**config.mk**
```make
export PLATFORM = sky130hd
export DESIGN_NAME = ptmr_top
export DESIGN_NICKNAME = d
export VERILOG_FILES = /design/src/rtl/ptmr_pkg.sv /design/src/rtl/ptmr_decode.sv /design/src/rtl/ptmr_cfg_regs.sv /design/src/rtl/ptmr_prescaler.sv /design/src/rtl/ptmr_counter.sv /design/src/rtl/ptmr_top.sv
export SDC_FILE = /design/constraint.sdc
export NUM_CORES = 1
export LEC_CHECK = 0
export ABC_AREA = 1
export BUFFER_PORTS_ARGS = -buffer_cell sky130_fd_sc_hd__buf_2
export CORE_MARGIN = 1.5
export CORE_UTILIZATION = 38
export DETAILED_ROUTE_END_ITERATION = 10
export RECOVER_POWER = 25
export SLEW_MARGIN = 30
export SYNTH_ARGS = -nofsm -noshare
export SYNTH_HDL_FRONTEND = slang
export SYNTH_SLANG_ARGS = --single-unit
```
**constraint.sdc**
```tcl
create_clock -name clk -period 3.6 [get_ports clk]
set_clock_uncertainty 0.2 [all_clocks]
set_input_delay 0 -clock clk [delete_from_list [all_inputs] [get_ports clk]]
set_output_delay 0 -clock clk [all_outputs]
set_load 0.02 [all_outputs]
```
**src/rtl/ptmr_pkg.sv**
```systemverilog
package ptmr_pkg;

   localparam int unsigned OFF_CTRL = 32'h04;
   localparam int unsigned OFF_TC   = 32'h08;
   localparam int unsigned OFF_PR   = 32'h0C;
   localparam int unsigned OFF_PC   = 32'h10;

   typedef struct packed {
      logic clr;
      logic en;
   } ctrl_t;

   typedef enum logic [2:0] {
      SEL_NONE,
      SEL_CTRL,
      SEL_TC,
      SEL_PR,
      SEL_PC
   } sel_e;

endpackage

```
**src/rtl/ptmr_decode.sv**
```systemverilog
module ptmr_decode
   import ptmr_pkg::*;
#(
   parameter int unsigned ADDR_W = 5
) (
   input  logic [ADDR_W-1:0] addr,
   output sel_e              sel
);

   localparam logic [ADDR_W-1:0] A_CTRL = ADDR_W'(OFF_CTRL);
   localparam logic [ADDR_W-1:0] A_TC   = ADDR_W'(OFF_TC);
   localparam logic [ADDR_W-1:0] A_PR   = ADDR_W'(OFF_PR);
   localparam logic [ADDR_W-1:0] A_PC   = ADDR_W'(OFF_PC);

   always_comb begin
      unique case (addr)
         A_CTRL:  sel = SEL_CTRL;
         A_TC:    sel = SEL_TC;
         A_PR:    sel = SEL_PR;
         A_PC:    sel = SEL_PC;
         default: sel = SEL_NONE;
      endcase
   end

endmodule

```
**src/rtl/ptmr_cfg_regs.sv**
```systemverilog
module ptmr_cfg_regs
   import ptmr_pkg::*;
#(
   parameter int unsigned DATA_W = 32,
   parameter int unsigned CNT_W  = 32
) (
   input  logic              clk,
   input  logic              rst_n,
   input  logic              wr_en,
   input  sel_e              sel,
   input  logic [DATA_W-1:0] wdata,
   output ctrl_t             ctrl,
   output logic [CNT_W-1:0]  limit,
   output logic              ld_tc,
   output logic              ld_pc
);

   logic unused_hi;
   assign unused_hi = ^wdata[DATA_W-1:2];

   assign ld_tc = wr_en && (sel == SEL_TC);
   assign ld_pc = wr_en && (sel == SEL_PC);

   always_ff @(posedge clk) begin
      if (!rst_n) begin
         ctrl  <= '0;
         limit <= '0;
      end else if (wr_en) begin
         if (sel == SEL_CTRL) begin
            ctrl.en  <= wdata[0];
            ctrl.clr <= wdata[1];
         end
         if (sel == SEL_PR) begin
            limit <= wdata[CNT_W-1:0];
         end
      end
   end

endmodule

```
**src/rtl/ptmr_prescaler.sv**
```systemverilog
module ptmr_prescaler
   import ptmr_pkg::*;
#(
   parameter int unsigned CNT_W = 32
) (
   input  logic             clk,
   input  logic             rst_n,
   input  ctrl_t            ctrl,
   input  logic [CNT_W-1:0] limit,
   input  logic             ld,
   input  logic [CNT_W-1:0] ld_val,
   output logic [CNT_W-1:0] count,
   output logic             tick
);

   logic at_limit;

   assign at_limit = (count == limit);
   assign tick     = ctrl.en && !ctrl.clr && at_limit;

   always_ff @(posedge clk) begin
      if (!rst_n) begin
         count <= '0;
      end else if (ctrl.clr) begin
         count <= '0;
      end else if (ld) begin
         count <= ld_val;
      end else if (ctrl.en) begin
         count <= at_limit ? '0 : count + CNT_W'(1);
      end
   end

endmodule

```
**src/rtl/ptmr_counter.sv**
```systemverilog
module ptmr_counter #(
   parameter int unsigned CNT_W = 32
) (
   input  logic             clk,
   input  logic             rst_n,
   input  logic             clr,
   input  logic             ld,
   input  logic [CNT_W-1:0] ld_val,
   input  logic             step,
   output logic [CNT_W-1:0] count
);

   always_ff @(posedge clk) begin
      if (!rst_n) begin
         count <= '0;
      end else if (clr) begin
         count <= '0;
      end else if (ld) begin
         count <= ld_val;
      end else if (step) begin
         count <= count + CNT_W'(1);
      end
   end

endmodule

```
**src/rtl/ptmr_top.sv**
```systemverilog
module ptmr_top
   import ptmr_pkg::*;
#(
   parameter int unsigned DATA_W = 32,
   parameter int unsigned CNT_W  = 32,
   parameter int unsigned ADDR_W = 5
) (
   input  logic              clk,
   input  logic              rst_n,
   input  logic [ADDR_W-1:0] addr,
   input  logic              wr_en,
   input  logic [DATA_W-1:0] wdata,
   output logic [DATA_W-1:0] rdata
);

   initial begin : p_param_chk
      assert (DATA_W >= 2) else $fatal(1, "DATA_W must be at least 2");
      assert (CNT_W >= 2 && CNT_W <= DATA_W) else $fatal(1, "CNT_W out of range");
      assert (ADDR_W >= 5 && ADDR_W <= 32) else $fatal(1, "ADDR_W out of range");
   end

   sel_e              sel;
   ctrl_t             ctrl_q;
   logic [CNT_W-1:0]  pr_q;
   logic [CNT_W-1:0]  pc_q;
   logic [CNT_W-1:0]  tc_q;
   logic              ld_tc;
   logic              ld_pc;
   logic              tick;
   logic [DATA_W-1:0] tc_rd;
   logic [DATA_W-1:0] pc_rd;
   logic [DATA_W-1:0] pr_rd;
   logic [DATA_W-1:0] ctrl_rd;

   ptmr_decode #(.ADDR_W(ADDR_W)) u_dec (
      .addr (addr),
      .sel  (sel)
   );

   ptmr_cfg_regs #(.DATA_W(DATA_W), .CNT_W(CNT_W)) u_cfg (
      .clk   (clk),
      .rst_n (rst_n),
      .wr_en (wr_en),
      .sel   (sel),
      .wdata (wdata),
      .ctrl  (ctrl_q),
      .limit (pr_q),
      .ld_tc (ld_tc),
      .ld_pc (ld_pc)
   );

   ptmr_prescaler #(.CNT_W(CNT_W)) u_pre (
      .clk    (clk),
      .rst_n  (rst_n),
      .ctrl   (ctrl_q),
      .limit  (pr_q),
      .ld     (ld_pc),
      .ld_val (wdata[CNT_W-1:0]),
      .count  (pc_q),
      .tick   (tick)
   );

   ptmr_counter #(.CNT_W(CNT_W)) u_tc (
      .clk    (clk),
      .rst_n  (rst_n),
      .clr    (ctrl_q.clr),
      .ld     (ld_tc),
      .ld_val (wdata[CNT_W-1:0]),
      .step   (tick),
      .count  (tc_q)
   );

   // Counters narrower than the bus are zero-extended on read.
   if (CNT_W == DATA_W) begin : g_full
      assign tc_rd = tc_q;
      assign pc_rd = pc_q;
      assign pr_rd = pr_q;
   end else begin : g_ext
      assign tc_rd = {{(DATA_W-CNT_W){1'b0}}, tc_q};
      assign pc_rd = {{(DATA_W-CNT_W){1'b0}}, pc_q};
      assign pr_rd = {{(DATA_W-CNT_W){1'b0}}, pr_q};
   end

   assign ctrl_rd = {{(DATA_W-2){1'b0}}, ctrl_q.clr, ctrl_q.en};

   always_comb begin
      unique case (sel)
         SEL_CTRL: rdata = ctrl_rd;
         SEL_TC:   rdata = tc_rd;
         SEL_PR:   rdata = pr_rd;
         SEL_PC:   rdata = pc_rd;
         default:  rdata = '0;
      endcase
   end

endmodule

```
==> impl_metrics.ini, run 1 <==
[detailed_routing]
dr.pass1.iters = 5
vias_per_cell = 5.417
drt-initial-drc-count = 1001
wl_per_cell_um = 18.29
dr_total_vias = 8266
finalWirelength_um = 27910
drc = 0
drtAntennaViolNets = 0

[power]
p_int_mw = 1.887
powerDensity_nw_per_um2 = 303.7
combPwrFrac = 0.100
p_leak_nw = 3.243
switching_share = 0.2546
p_sw_mw = 0.6446
vdd_drop_max_mv = 0.2314
power_frac_clock = 0.465
power_frac_seq = 0.436

[grt]
track_usage = 0.2830
first_global_vias = 7558
antenna_found_initial = 0
grt_max_degree = 49
grt_pass1_wl_um = 43190
gr-total-overflow = 0

[placed_design]
detailed_place.area_um2 = 7634
place_inst = 1475
hpwl_um = 20400
gp_congestion = 0.9488
port_buffers = 71
place_ws_ns = 1.104

[setup_path]
worstPathRequired_ns = 3.40
crit_path_start_kind = input port
path_max_fanout = 21
path_class = input port to primary output
cpPeakStageDelay_ns = 0.67
cp_slowest_cell = nor4_4
crit_chain = dlygate4sd3_1 > clkbuf_1 > inv_1 > nor4_4 > inv_1 > o221ai_1 > buf_2
end_kind = primary output
cp.arrival_ns = 2.71
cp_common_cell = inv_1

[die]
placementRows = 50
pin_count = 72
start_util = 0.3868
die_h_um = 141.0
dieArea_um2 = 19880
core_um2 = 18710
die_w_um = 141.0

[clock_network]
tritoncts = done
htree_num_levels = 3
worstSkewPairLatency_ns = 0.36
clkSlewWorstSetupHoldPaths_ns = 0.07
cts_buffers = 9
root_buffer = clkbuf_16
cts_max_path_buffers = 2
postCtsHoldBufs = 35
cts_setup_buffers = 0
clock_sinks = 98
postCtsResizedCells = 0

[sta]
setup_slack_ns = 0.6899
rsz0062_at_grt = no
fin_tns_setup_ns = 0
period_share = 0.8084
hold_viol = 1
hold_slack_ns = -0.001851
max_slew.worst_pin.slew_ns = 0.9777
post-route-min-period_ns = 2.910
timing_max_transition_violations_final = 0
fmax_mhz = 343.6
relSlewSlack = 0.3475
setup_violations = 0

[synthesis]
synth_nets = 1265
synth_area_leaders = dfxtp_1 (27%), nand2_1 (19%), inv_1 (7.6%), nor2_1 (7.0%), nand3_1 (6.2%)
yosysUniqueCellTypes = 36
ys_seq_area_frac = 0.2711
synth_top_area_frac = 0.2711
synth_edf_count = 0
synth_flop_cell = dfxtp_1
async_flop_share = 0
ys_warn_count = 0
syn_avg_cell_area_um2 = 5.916
ys_ff_latch = 98
netlist_instances = 1223
yosys.area.top_type = dfxtp_1
synth_area_um2 = 7236

[final_layout]
final_util = 0.4456
final_area_um2 = 8335
insertedDiodeCount = 0
area_growth_pct = 15.20
num-nets-final = 1329
drive_above_1_share = 0.08824
instances_no_fill = 1526

[job]
max-cap-violations = 0

[run_status]
failed_checks = negative hold slack
outcome = finished with violations

[hold_path]
hold_path_class = input port to flip-flop
[placed cells by master, fill, tap and decap left out, drive strengths merged, types with 24 or more instances in the layout]
master and instances:
xnor2 24, buf 78, o221ai 25, dfxtp 98, xor2 26, o21ai 84
dlygate4sd3 35, nor2 140, nand2 370, nand4 39, a21oi 86, inv 154
nand3 90
[synth_stat cells, types with 9 or more instances]
cell type,number
inv_1,147
a21oi_1,86
o21ai_1,19
nor2_1,134
o21ai_0,65
dfxtp_1,98
xor2_1,26
o22ai_1,9
xnor2_1,24
clkbuf_1,28
nand4_1,39
o221ai_1,25
nand2_1,365
nand3_1,89
buf_2,19
[final timing paths]
check | from | end | slack, ns | cells after the start
worst max-delay path | addr[3] | rdata[21] | 0.69 | 7
worst max register to register | u_pre.count[3]$_SDFFE_PP0P_ | u_tc.count[22]$_SDFFE_PP0P_ | 1.07 | 10
worst min-delay path | rst_n | u_cfg.ctrl[1]$_SDFFE_PN0P_ | -0.002 | 3
worst min register to register | u_cfg.ctrl[1]$_SDFFE_PN0P_ | u_cfg.ctrl[1]$_SDFFE_PN0P_ | 0.30 | 2
[state kept, by name, summed over array words and instances (netlist names)]
register,flops
u_cfg.limit,32
u_pre.count,32
u_tc.count,32
u_cfg.ctrl,2
[power groups by stage]
stage          registers, mW  clock network, mW  logic, mW
3_3_place_gp            1.13                  0      0.219
5_1_grt                 1.10               1.22      0.269
3_5_place_dp            1.13                  0      0.218
4_1_cts                 1.10               1.19      0.246
2_1_floorplan           1.12                  0      0.126
6_report                1.10               1.18      0.252
[metal layers]
metal | GRT usage | share of wire
met5 | 0 | 0
met4 | 0.1184 | 0.035
met3 | 0.04280 | 0.076
met2 | 0.4504 | 0.45
met1 | 0.3824 | 0.44
[through the flow]
step           power, mW  hold slack (ns)
2_1_floorplan      1.250         -0.06817
3_3_place_gp       1.347          0.08602
3_5_place_dp       1.346          0.09186
4_1_cts            2.535         0.006148
5_1_grt            2.597          0.04459
6_report           2.531        -0.001851
[final cells by class]
| type | count | area, µm² |
|---|---|---|
| inverters | 155 | 583.1 |
| repair buffers | 114 | 764.5 |
| well taps | 234 | 292.8 |
| clock inverters | 5 | 100.1 |
| multi-input cells | 909 | 4380 |
| flip-flops and latches | 98 | 1962 |
| clock buffers | 11 | 252.7 |
| fillers | 2006 | 10370 |
[critical path: cells and delay by family]
kind            cells  cell delay (ns)
compound gates      1             0.45
buf+inv             5             1.58
simple gates        1             0.67
[cells by family (layout without fill, tap and decap cells)]
group,Yosys count,count (layout),synth area share
AOI/OAI and AO/OA,211,211,0.1632
xor gates and xnor gates,50,50,0.06052
adders and majority gates,2,2,0.003458
buffers and inverters,216,285,0.1235
DFF,98,98,0.2711
and+or+nand+nor,646,646,0.3782
(Power assumes the default switching activity.)
==> run 2, diff against run 1 <==
- clock period: 3.6 -> 2.6 ns (I/O delays scaled with it)
==> impl_metrics.ini, run 2 (same netlist as run 1, synthesis figures left out) <==
[final_layout]
drive_above_1_share = 0.09509
insertedDiodeCount = 0
regArea_um2 = 1962
nFillCells = 2011
multiInputGateArea_um2 = 4380
final_cell_mix = nand2_1 (365), inv_1 (148), nor2_1 (134)
layout_commonest_cell = nand2_1
reg.largest.list = u_cfg.limit x32, u_pre.count x32, u_tc.count x32
area_growth_pct = 16.34
num-nets-final = 1342

[sta]
fmax_mhz = 420.0
setup_slack_ns = 0.2189
hold_viol = 0
setup_violations = 0
relSlewSlack = 0.3880
timing_max_transition_violations_final = 0
period_share = 0.9158
post-route-min-period_ns = 2.381
hold_slack_ns = 0.08684
max_slew.worst_pin.slew_ns = 0.9170
rsz0062_at_grt = no
fin_tns_setup_ns = 0

[power]
vdd_drop_max_mv = 0.2936
powerDensity_nw_per_um2 = 413.4
p_leak_nw = 3.300

[setup_path]
r2r-start = u_pre.count[3]$_SDFFE_PP0P_
end_kind = primary output
crit_path_start_kind = input port
path_max_fanout = 24
critPathCapture = rdata[16]
path_class = input port to primary output
worst_r2r_endpoint = u_tc.count[8]$_SDFFE_PP0P_
rr_worst_depth = 10
crit_path_start = addr[3]
worstPathRequired_ns = 2.40
reg2reg_slack_ns = 0.27
cp.arrival_ns = 2.18

[clock_network]
worstSkewPairLatency_ns = 0.36
clkSlewWorstSetupHoldPaths_ns = 0.07
htree_num_levels = 3
tritoncts = done
cts_setup_buffers = 0
cts_max_path_buffers = 2
clock_sinks = 98
postCtsResizedCells = 0
cts_buffers = 9
root_buffer = clkbuf_16

[placed_design]
place_ws_ns = 0.3124
gp_congestion = 0.9173
port_buffers = 71
hpwl_um = 20240

[grt]
grt_max_degree = 61
grt_pass1_wl_um = 42820
antenna_found_initial = 0
gr-total-overflow = 0
track_usage = 0.2798
first_global_vias = 7616

[die]
pin_count = 72
dieArea_um2 = 19880
start_util = 0.3868
die_h_um = 141.0
placementRows = 50
core_um2 = 18710
die_w_um = 141.0

[detailed_routing]
dr_total_vias = 8333
drtAntennaViolNets = 0
dr.pass1.iters = 5
drt-initial-drc-count = 907
wl_per_cell_um = 18.10
finalWirelength_um = 27850
vias_per_cell = 5.418
drc = 0

[run_status]
outcome = complete, no violations

[job]
max-cap-violations = 0

[hold_path]
hold_path_class = input port to flip-flop
## run 2: cell types whose count changed in the layout (fill, tap and decap cells not counted), sizes merged
cell,delta
buf,+10
clkbuf,+2
clkinv,-2
dlygate4sd3,+1
inv,+1
## run 2: metrics by stage
step           cell area (µm²)  power [mW]  utilization  std cells
2_1_floorplan             7236       1.730            -       1223
3_3_place_gp              7724       1.858       0.4129       1487
3_5_place_dp              7724       1.856       0.4129       1487
4_1_cts                   8426       3.476       0.4504       1538
5_1_grt                   8418       3.561       0.4500       1538
6_report                  8418       3.480       0.4500       1538
## run 2: what timing repair did
item / CTS / global route
endpoints found under the hold margin: 97 / 0
setup endpoints to repair: 0 / 0
hold buffers: 36 / 0
## run 2: layout make-up
cell class,instances,share of cell area
Multi-Input combinational cell,909,0.5204
Sequential cell,98,0.2331
Timing Repair Buffer,127,0.1020
Inverter,155,0.06926
Tap cell,234,0.03478
Clock buffer,11,0.02883
Clock inverter,4,0.01174
## run 2: layer usage
layer,vias to the layer above,part of all wire,GRT usage
li1,4100,-,-
met2,363,0.43,0.4260
met3,75,0.070,0.03227
met1,3795,0.45,0.3860
met5,-,0,0
met4,0,0.053,0.1530
## run 2: worst max-delay path: stages
cell	delay, ns
dlygate4sd3_1	0.54
clkbuf_1	0.14
inv_2	0.07
and3_1	0.22
inv_1	0.63
o221ai_1	0.33
buf_2	0.25
## run 2: report_power, final
part / switching [mW] / internal (mW) / total, mW
registers: 0.0140 / 1.51 / 1.53
logic: 0.236 / 0.110 / 0.346
clock network: 0.641 / 0.968 / 1.61
total: 0.891 / 2.59 / 3.48
## run 2: worst min path at each step
stage | startpoint | end | slack, ns | cells after the start
after detailed placement | rst_n | u_cfg.ctrl[1]$_SDFFE_PN0P_ | 0.07 | 3
after global placement | rst_n | u_cfg.ctrl[1]$_SDFFE_PN0P_ | 0.07 | 3
after floorplan | rst_n | u_cfg.ctrl[1]$_SDFFE_PN0P_ | -0.07 | 2
final | wr_en | u_cfg.ctrl[0]$_SDFFE_PN0P_ | 0.09 | 3
after global routing | wr_en | u_cfg.ctrl[0]$_SDFFE_PN0P_ | 0.09 | 3
after CTS | wr_en | u_cfg.ctrl[0]$_SDFFE_PN0P_ | 0.04 | 3
